**config.mk**
```make
export PLATFORM = sky130hd
export DESIGN_NAME = dbg_trig_bank
export DESIGN_NICKNAME = d
export VERILOG_FILES = /design/src/rtl/dbg_trig_bank.sv
export SDC_FILE = /design/constraint.sdc
export NUM_CORES = 1
export LEC_CHECK = 0
export ABC_CLOCK_PERIOD_IN_PS = 1800
export CAP_MARGIN = 10
export CORE_ASPECT_RATIO = 2
export CORE_MARGIN = 8
export CORE_UTILIZATION = 42
export CTS_BUF_LIST = sky130_fd_sc_hd__clkbuf_2 sky130_fd_sc_hd__clkbuf_4 sky130_fd_sc_hd__clkbuf_8
export CTS_CLUSTER_SIZE = 30
export DETAILED_ROUTE_END_ITERATION = 10
export PLACE_DENSITY = 0.91
export SYNTH_ARGS = -nofsm -noshare
export SYNTH_HDL_FRONTEND = slang
export SYNTH_SLANG_ARGS = --single-unit
```
**constraint.sdc**
```tcl
create_clock -name clk -period 1.8 [get_ports clk]
set_clock_uncertainty 0.15 [all_clocks]
set_input_delay 0.18 -clock clk [delete_from_list [all_inputs] [get_ports clk]]
set_output_delay 0.18 -clock clk [all_outputs]
set_load 0.02 [all_outputs]
```
**src/rtl/dbg_trig_bank.sv**
```systemverilog
`timescale 1ns/1ps
module dbg_trig_bank #(
  parameter int NTRIG = 2
) (
  input  logic                  clk,
  input  logic                  rst_n,
  input  logic [2:0]            csr_addr,
  input  logic                  csr_we,
  input  logic [31:0]           csr_wdata,
  output logic [31:0]           csr_rdata,
  output logic [32*NTRIG-1:0]   trig_ctrl_o,
  output logic [32*NTRIG-1:0]   trig_cmp_o,
  output logic [32*NTRIG-1:0]   trig_extra_o,
  output logic [5:0]            mctx_o
);
  localparam int          SELW    = (NTRIG > 1) ? $clog2(NTRIG) : 1;
  localparam logic [3:0]  TYPE_AM = 4'd2;
  localparam logic [31:0] CTRL_RST = {TYPE_AM, 28'd0};
  localparam logic [31:0] CAPS    = 32'h0000_0044;

  logic [SELW-1:0] sel_q;
  logic [31:0]     ctrl_q  [NTRIG];
  logic [31:0]     cmp_q   [NTRIG];
  logic [31:0]     extra_q [NTRIG];
  logic [5:0]      mctx_q;

  wire we_sel = csr_we && (csr_addr == 3'd0);
  wire we_c1  = csr_we && (csr_addr == 3'd1);
  wire we_c2  = csr_we && (csr_addr == 3'd2);
  wire we_c3  = csr_we && (csr_addr == 3'd3);
  wire we_ctx = csr_we && (csr_addr == 3'd5);

  wire [3:0] size_code = {csr_wdata[22:21], csr_wdata[17:16]};
  wire       size_ok   = (size_code <= 4'd3) || (size_code == 4'd5);

  logic [31:0] ctrl_new;
  always_comb begin
    ctrl_new        = CTRL_RST;
    ctrl_new[6]     = csr_wdata[6];
    ctrl_new[4:0]   = csr_wdata[4:0];
    if (size_ok) begin
      ctrl_new[22:21] = csr_wdata[22:21];
      ctrl_new[17:16] = csr_wdata[17:16];
    end
  end

  wire [31:0] extra_new = {csr_wdata[31:26], csr_wdata[25], 25'd0};

  always_ff @(posedge clk or negedge rst_n) begin
    if (!rst_n) begin
      sel_q  <= '0;
      mctx_q <= '0;
    end else begin
      if (we_sel && (csr_wdata < 32'(NTRIG))) sel_q <= csr_wdata[SELW-1:0];
      if (we_ctx) mctx_q <= csr_wdata[5:0];
    end
  end

  for (genvar i = 0; i < NTRIG; i++) begin : g_trig
    wire hit = (32'(sel_q) == i);
    always_ff @(posedge clk or negedge rst_n) begin
      if (!rst_n) begin
        ctrl_q[i]  <= CTRL_RST;
        cmp_q[i]   <= '0;
        extra_q[i] <= '0;
      end else if (hit) begin
        if (we_c1) ctrl_q[i]  <= ctrl_new;
        if (we_c2) cmp_q[i]   <= csr_wdata;
        if (we_c3) extra_q[i] <= extra_new;
      end
    end
    assign trig_ctrl_o[32*i +: 32]  = ctrl_q[i];
    assign trig_cmp_o[32*i +: 32]   = cmp_q[i];
    assign trig_extra_o[32*i +: 32] = extra_q[i];
  end

  always_comb begin
    case (csr_addr)
      3'd0:    csr_rdata = 32'(sel_q);
      3'd1:    csr_rdata = ctrl_q[sel_q];
      3'd2:    csr_rdata = cmp_q[sel_q];
      3'd3:    csr_rdata = extra_q[sel_q];
      3'd4:    csr_rdata = CAPS;
      3'd5:    csr_rdata = {26'd0, mctx_q};
      default: csr_rdata = '0;
    endcase
  end

  assign mctx_o = mctx_q;
endmodule

```
==> summary.txt, run 1 <==
Outcome
  • Status: finished with violations
  • Failing checks: negative setup slack

GRT
  • GRT overflow: 0
  • GR Layer Usage met2: 43.8%
  • Global routing usage summed across all routing layers: between 20% and 30%
  • Number of global-route vias before repair: 5290
  • Global-route layer with the greatest usage: met2
  • Global-route met1 utilization: a little over a fifth
  • Antenna violations before repair: 2
  • Global Route met3 Usage: 6.95%
  • Global-route wire length before repair: 31600 um
  • Pin count of the biggest net entering global routing: 64

STA
  • Pins over their slew limit: 0
  • Hold violation count in the final report: 0
  • Fin crit period: approximately 2.1 ns
  • Fmax achieved: 476 MHz
  • Number of failing setup endpoints in the final timing report: about 130
  • RSZ-0062 raised after global routing: yes
  • Worst-case setup margin in the final layout: -0.299 ns
  • Final worst path period share: 117%

Worst hold path
  • Path category of the worst min-delay check: input port to asynchronous set/reset pin

Setup path
  • Required arrival time at the worst endpoint: 1.47 ns
  • Critical path peak fanout: 5
  • Data arrival time of the critical path: 1.77 ns
  • CP endpoint kind: output port
  • Kind of launch point of the worst setup path: flip-flop
  • Crit Path Class: flip-flop to output port

Logic synthesis
  • Area share of the largest cell type after synthesis: 47.1%
  • Post-synthesis cell count: ~460
  • Netlist cell types: 33
  • Post-synth ARST share: 100%
  • Primary flip-flop cell chosen by synthesis mapping: sky130_fd_sc_hd__dfrtp_1
  • Synthesized area per cell: 12.2 um2
  • Part of the Yosys area used for sequential elements: 47.1%
  • Most common cell in the netlist: sky130_fd_sc_hd__dfrtp_1
  • Commonest cells in the synthesized netlist: sky130_fd_sc_hd__dfrtp_1, sky130_fd_sc_hd__mux2_2, sky130_fd_sc_hd__buf_4
  • Yosys warning count: 0
  • Post-synthesis cell type with the largest combined area: sky130_fd_sc_hd__dfrtp_1
  • Synth Register Bits: 105
  • Post-synthesis cell area: 0.00557 mm2
  • Biggest area contributors in the synthesized netlist: sky130_fd_sc_hd__dfrtp_1, sky130_fd_sc_hd__mux2_2, sky130_fd_sc_hd__buf_4, sky130_fd_sc_hd__mux2i_1, sky130_fd_sc_hd__o22ai_1
  • Number of flops mapped to enable cells by yosys: 0

Clocking
  • Maximum level of the CTS H-tree: 3
  • Num Clock Sinks: between 100 and 150
  • Maximum number of buffers from clock root to sink: 2
  • TritonCTS clock tree: done
  • Number of buffers inserted during clock tree synthesis: 9
  • Buffer cell driving the clock tree root: sky130_fd_sc_hd__clkbuf_8
  • Register clock-pin slew on the reported worst setup and hold paths: 0.10 ns
  • Clk_lat worst skew: between 0.3 and 0.4 ns

Finish
  • Filler cells: 918
  • Multi-input logic area: 0.00293 mm2
  • Fraction of layout cells with a size suffix above 1: 39.4%
  • Storage cell area: 0.00263 mm2
  • Nets: 762
  • Area grow syn2layout: 59.5%
  • Post-Layout Cell Count: between 800 and 900

Placed design
  • Placed insts: 825
  • Post-place setup slack: -0.726 ns
  • Number of input and output port buffers inserted: between 150 and 200
  • Final weighted congestion in routability-driven placement: 0.856
  • HPWL reported at the end of detailed placement: 14400 um

Job
  • Max cap viols: 0

Floorplan
  • Number of placed I/O pins: roughly 270
  • Area of the core: 0.0130 mm2
  • DIE HEIGHT: 179 um
  • Std cell rows: 59
  • Die width: 97.5 um
  • Full die area: roughly 0.017 mm2
  • Initial core utilization: 42.9%

Power and ir drop
  • Leakage power: 4.30 nW
  • Total chip power: 0.00654 W
  • Worst IR drop on VDD: 0.000620 V
  • Power Density: 736 mW/mm2

Drt
  • Number of DRC markers in iteration 0: 168
  • TritonRoute pass-1 iters: 4
  • Via count: approximately 4500
  • DRT Wirelength: between 20000 and 25000 um
  • Wire per inst: 23.6 um
  • Residual antenna-violating net count after detailed routing: 0
  • Avg Vias per Cell: ~5
  • Residual DRC count: 0
==> final timing paths <==
path / startpoint / to / slack [ns] / cells after the start
worst max-delay path: g_trig[1].hit / csr_rdata[2] / -0.30 / 6
worst min-delay path: rst_n / trig_ctrl_o[54] / 0.21 / 3
worst max register to register: g_trig[1].hit / trig_extra_o[29] / -0.17 / 7
worst min register to register: trig_cmp_o[21] / trig_cmp_o[21] / 0.39 / 1
max in group asynchronous: rst_n / trig_cmp_o[38] / 0.68 / 3
min in group clk: csr_wdata[13] / trig_cmp_o[45] / 0.34 / 2
==> routing by layer <==
layer | routed length (um) | up-vias
met5 | 0 | -
met4 | 1180 | 0
met3 | 1360 | 71
met2 | 11600 | 251
met1 | 6740 | 2263
li1 | - | 1947
==> registers in the layout, summed over array words and instances, names as in the netlist <==
signal and count:
mctx_o 6, g_trig.hit 1, trig_cmp_o 64, trig_extra_o 14
trig_ctrl_o 20
==> cell families after synthesis <==
logic type,after synthesis,synth area share (%)
flip-flops,105,47.1
other,2,0.135
multiplexers,150,29.2
buffers and inverters,117,14.8
AO/OA/AOI/OAI,26,3.05
AND/OR/NAND/NOR,57,5.61
==> report_power, final <==
part / total [W] / leakage [nW] / internal, W / switching, W
registers: 0.00286 / 1.36 / 0.00262 / 0.000244
clock network: 0.00149 / 0.100 / 0.000673 / 0.000818
logic: 0.00219 / 2.84 / 0.00104 / 0.00115
total: 0.00654 / 4.30 / 0.00433 / 0.00221
==> final cells by class <==
class	instances	share of cell area, %
multi-input combinational	328	33.0
timing repair buffer	277	32.9
sequential	105	29.6
tap	152	2.14
clock buffer	11	1.56
clock inverter	5	0.634
inverter	3	0.127
antenna	2	0.0563
==> cells in the final DEF, fill, tap and decap left out, types with 7 or more instances in the layout <==
cell / n
sky130_fd_sc_hd__mux2i_1: 40
sky130_fd_sc_hd__nand2_1: 7
sky130_fd_sc_hd__buf_12: 18
sky130_fd_sc_hd__buf_4: 77
sky130_fd_sc_hd__mux2_4: 61
sky130_fd_sc_hd__buf_6: 30
sky130_fd_sc_hd__o22ai_1: 10
sky130_fd_sc_hd__clkbuf_8: 9
sky130_fd_sc_hd__conb_1: 94
sky130_fd_sc_hd__dfrtp_1: 104
sky130_fd_sc_hd__dlymetal6s2s_1: 17
sky130_fd_sc_hd__nor2_1: 18
sky130_fd_sc_hd__mux2_2: 40
sky130_fd_sc_hd__clkdlybuf4s50_1: 118
==> critical path, cell delays in order, from the launching register on <==
cell	delay, ns
sky130_fd_sc_hd__dfrtp_2	0.47
sky130_fd_sc_hd__buf_12	0.16
sky130_fd_sc_hd__mux2i_1	0.22
sky130_fd_sc_hd__nor2_1	0.06
sky130_fd_sc_hd__mux2i_1	0.20
sky130_fd_sc_hd__o22ai_2	0.14
sky130_fd_sc_hd__buf_6	0.15
==> metrics by stage <==
step	setup TNS (ns)	hold WS (ns)	util, %	cell area [um2]
floorplan	0	-0.266	-	5920
global placement	-40.43	-0.150	58.7	7620
detailed placement	-45.24	-0.147	58.7	7620
CTS	-17.71	0.210	67.1	8710
global route	-17.88	0.234	68.4	8890
finish	-11.44	0.213	68.4	8890
==> repair_timing <==
item | in CTS | in global routing
endpoints found under the hold margin | 105 | 0
endpoints found under the setup margin | 128 | 143
hold buffers | 2 | 0
gates cloned | 12 | 0
resized for setup | 281 | 70
buffers inserted | 27 | 11
pin swaps | 7 | 16
Power figures use the tool's default switching activity.
==> run 2, diff against run 1 <==
Settings changed: MAX_ROUTING_LAYER set to met4, PLACE_DENSITY 0.91 to 0.79.
==> summary.txt, run 2 (synthesis results as in run 1) <==
Outcome
  • Status: finished with violations (unchanged)
  • Failing checks: negative setup slack (unchanged)

Placed design
  • Placed inst area: 0.00760 mm2 (was 0.00762 mm2)
  • HPWL reported at the end of detailed placement: 14100 um (was 14400 um)
  • Final weighted congestion in routability-driven placement: 0.882 (was 0.856)
  • Number of input and output port buffers inserted: 173 (unchanged)

Setup path
  • Slowest cell on the critical path: sky130_fd_sc_hd__dfrtp_2 (unchanged)
  • Buf/Inv on CP: 4 (was 2)
  • Required arrival time at the worst endpoint: 1.47 ns (about the same)
  • Setup slack, reg-to-reg: -0.10 ns (was -0.17 ns)
  • Crit-path leading delay family: buffers and inverters (was flip-flops)
  • Worst r2r path cells: 7 (unchanged)
  • CP endpoint kind: output port (unchanged)
  • Kind of launch point of the worst setup path: flip-flop (unchanged)
  • Most frequent cell on the critical path: sky130_fd_sc_hd__buf_12 (was sky130_fd_sc_hd__mux2i_1)
  • CP max stage delay: 0.47 ns (about the same)
  • Start point of the critical path: g_trig[1].hit (unchanged)
  • Reg2reg end: trig_cmp_o[30] (was trig_extra_o[29])
  • Data arrival time of the critical path: 1.79 ns (was 1.77 ns)
  • Worst r2r src: g_trig[1].hit (unchanged)
  • Critical path peak fanout: 13 (was 5)
  • Stages on worst setup path: 6 (unchanged)
  • Chain of cells forming the critical path: buf_12, buf_12, buf_12, mux2i_1, o22ai_1, buf_4 (was buf_12, mux2i_1, nor2_1, mux2i_1, o22ai_2, buf_6)
  • Crit path to: csr_rdata[27] (was csr_rdata[2])
  • Crit Path Class: flip-flop to output port (unchanged)

Finish
  • Area grow syn2layout: 53.2% (was 59.5%)
  • Commonest cells after routing, fill and taps aside: sky130_fd_sc_hd__clkdlybuf4s50_1, sky130_fd_sc_hd__dfrtp_1, sky130_fd_sc_hd__conb_1 (unchanged)
  • Final core utilization: 65.7% (was 68.4%)
  • Nets: 756 (was 762)
  • Fraction of layout cells with a size suffix above 1: 39.4% (about the same)
  • Filler cells: 965 (was 918)
  • Leading cell type in the layout, fill and taps excluded: sky130_fd_sc_hd__clkdlybuf4s50_1 (unchanged)
  • Final cell area excluding filler cells: 0.00854 mm2 (was 0.00889 mm2)
  • Max FFs per register: 64 (unchanged)
  • Diode insertion count for antenna repair: 0 (was 2)

Clocking
  • Maximum number of buffers from clock root to sink: 2 (unchanged)
  • Maximum level of the CTS H-tree: 3 (unchanged)
  • Number of buffers inserted during clock tree synthesis: 9 (unchanged)
  • Num Clock Sinks: 105 (unchanged)
  • Register clock-pin slew on the reported worst setup and hold paths: 0.11 ns (was 0.10 ns)
  • Buffer cell driving the clock tree root: sky130_fd_sc_hd__clkbuf_8 (unchanged)
  • TritonCTS clock tree: done (unchanged)
  • Clk_lat worst skew: 0.38 ns (was 0.37 ns)

Power and ir drop
  • Power Density: 753 mW/mm2 (was 736 mW/mm2)
  • Internal power contribution: 0.00416 W (was 0.00433 W)
  • Leakage power: 4.18 nW (was 4.30 nW)
  • Worst IR drop on VDD: 0.000682 V (was 0.000620 V)
  • Comb power frac: 33.2% (was 33.5%)
  • Reg power frac: 44.6% (was 43.7%)
  • Fraction of power spent switching nets: 35.4% (was 33.8%)
  • Switching power: 0.00227 W (was 0.00221 W)
  • Part of the power in the clock network: 22.2% (was 22.8%)

Drt
  • Amount of wire on met3 after detailed routing: 1210 um (was 1360 um)
  • Wire per inst: 22.2 um (was 23.6 um)
  • Uppermost routed layer: met4 (unchanged)
  • DRT Wirelength: 19400 um (was 20900 um)
  • Number of DRC markers in iteration 0: 165 (was 168)
  • Sum of routed wire segments on met1: 6630 um (was 6740 um)
  • Avg Vias per Cell: 5.04 (was 5.13)
  • TritonRoute pass-1 iters: 4 (unchanged)
  • Residual DRC count: 0 (unchanged)
  • Met2 wire len: 10700 um (was 11600 um)
  • Residual antenna-violating net count after detailed routing: 0 (unchanged)
  • Via count: 4411 (was 4532)

STA
  • Fin crit period: 2.12 ns (was 2.10 ns)
  • Pins over their slew limit: 0 (unchanged)
  • Number of failing setup endpoints in the final timing report: 94 (was 125)
  • Hold violation count in the final report: 0 (unchanged)
  • Summed negative setup slack over all endpoints: -9.38 ns (was -11.44 ns)
  • Fmax achieved: 471 MHz (was 476 MHz)
  • Final worst path period share: 118% (was 117%)
  • RSZ-0062 raised after global routing: yes (unchanged)
  • Worst-case setup margin in the final layout: -0.324 ns (was -0.299 ns)
  • Minimum hold slack: 0.118 ns (was 0.213 ns)

GRT
  • Global-route wire length before repair: 28100 um (was 31600 um)
  • Pin count of the biggest net entering global routing: 46 (was 64)
  • Global routing usage summed across all routing layers: 21.2% (was 23.4%)
  • Antenna violations before repair: 0 (was 2)
  • GRT overflow: 0 (unchanged)
  • Number of global-route vias before repair: 4805 (was 5290)

Floorplan
  • Initial core utilization: 42.9% (unchanged)
  • Std cell rows: 59 (unchanged)
  • Full die area: 0.0174 mm2 (unchanged)
  • Die width: 97.5 um (unchanged)
  • Number of placed I/O pins: 268 (unchanged)
  • DIE HEIGHT: 179 um (unchanged)
  • Area of the core: 0.0130 mm2 (unchanged)

Worst hold path
  • Path category of the worst min-delay check: input port to asynchronous set/reset pin (unchanged)

Job
  • Max cap viols: 0 (unchanged)
run 2: cell types whose count changed in the layout (fill, tap and decap cells not counted), moves of 5 or more:
| cell | previous run | this run |
|---|---|---|
| sky130_fd_sc_hd__buf_4 | 77 | 83 |
| sky130_fd_sc_hd__mux2_4 | 61 | 14 |
| sky130_fd_sc_hd__mux2i_1 | 40 | 35 |
| sky130_fd_sc_hd__mux2_2 | 40 | 86 |
run 2: how the worst min path moves through the flow:
stage,startpoint,end,slack [ns],cells after the start
floorplan,rst_n,g_trig[1].hit,-0.27,0
global placement,rst_n,trig_cmp_o[2],-0.02,1
detailed placement,rst_n,mctx_o[2],-0.02,1
CTS,rst_n,trig_cmp_o[2],0.12,2
global route,rst_n,mctx_o[2],0.15,2
finish,rst_n,mctx_o[2],0.12,2
run 2: routing by layer:
metal / vias to the layer above / global-route usage, %
li1: 1933 / -
met1: 2219 / 20.2
met2: 215 / 38.5
met3: 44 / 5.71
met4: 0 / 9.98
met5: - / -
run 2: power by group through the flow:
stage | clock network, W | logic [W] | registers (W)
floorplan | 0 | 0.000827 | 0.00316
global placement | 0 | 0.00200 | 0.00287
detailed placement | 0 | 0.00204 | 0.00289
CTS | 0.00145 | 0.00208 | 0.00285
global route | 0.00155 | 0.00225 | 0.00290
finish | 0.00143 | 0.00214 | 0.00286
run 2: timing repair:
item,in CTS,in global routing
pin swaps,2,12
setup buffers,16,17
resized for setup,182,104
endpoints found under the hold margin,105,0
gates cloned,3,0
hold buffers,1,0
setup endpoints to repair,123,136
run 2: area by class of cell:
class                   instances  area, um2  share of cell area, %
inverters                       3       11.3                  0.132
well taps                     152        190                   2.23
multi-input cells             328       2750                   32.2
clock buffers                   9        124                   1.45
repair buffers                271       2780                   32.5
clock inverters                 7       61.3                  0.718
flip-flops and latches        105       2630                   30.8
run 2: metrics by stage:
step / setup slack (ns) / cells / power [W]
after detailed placement: -0.611 / 822 / 0.00492
after global routing: -0.362 / 875 / 0.00670
after floorplan: 0.0627 / 549 / 0.00398
after CTS: -0.295 / 858 / 0.00639
final: -0.324 / 875 / 0.00643
after global placement: -0.621 / 822 / 0.00487
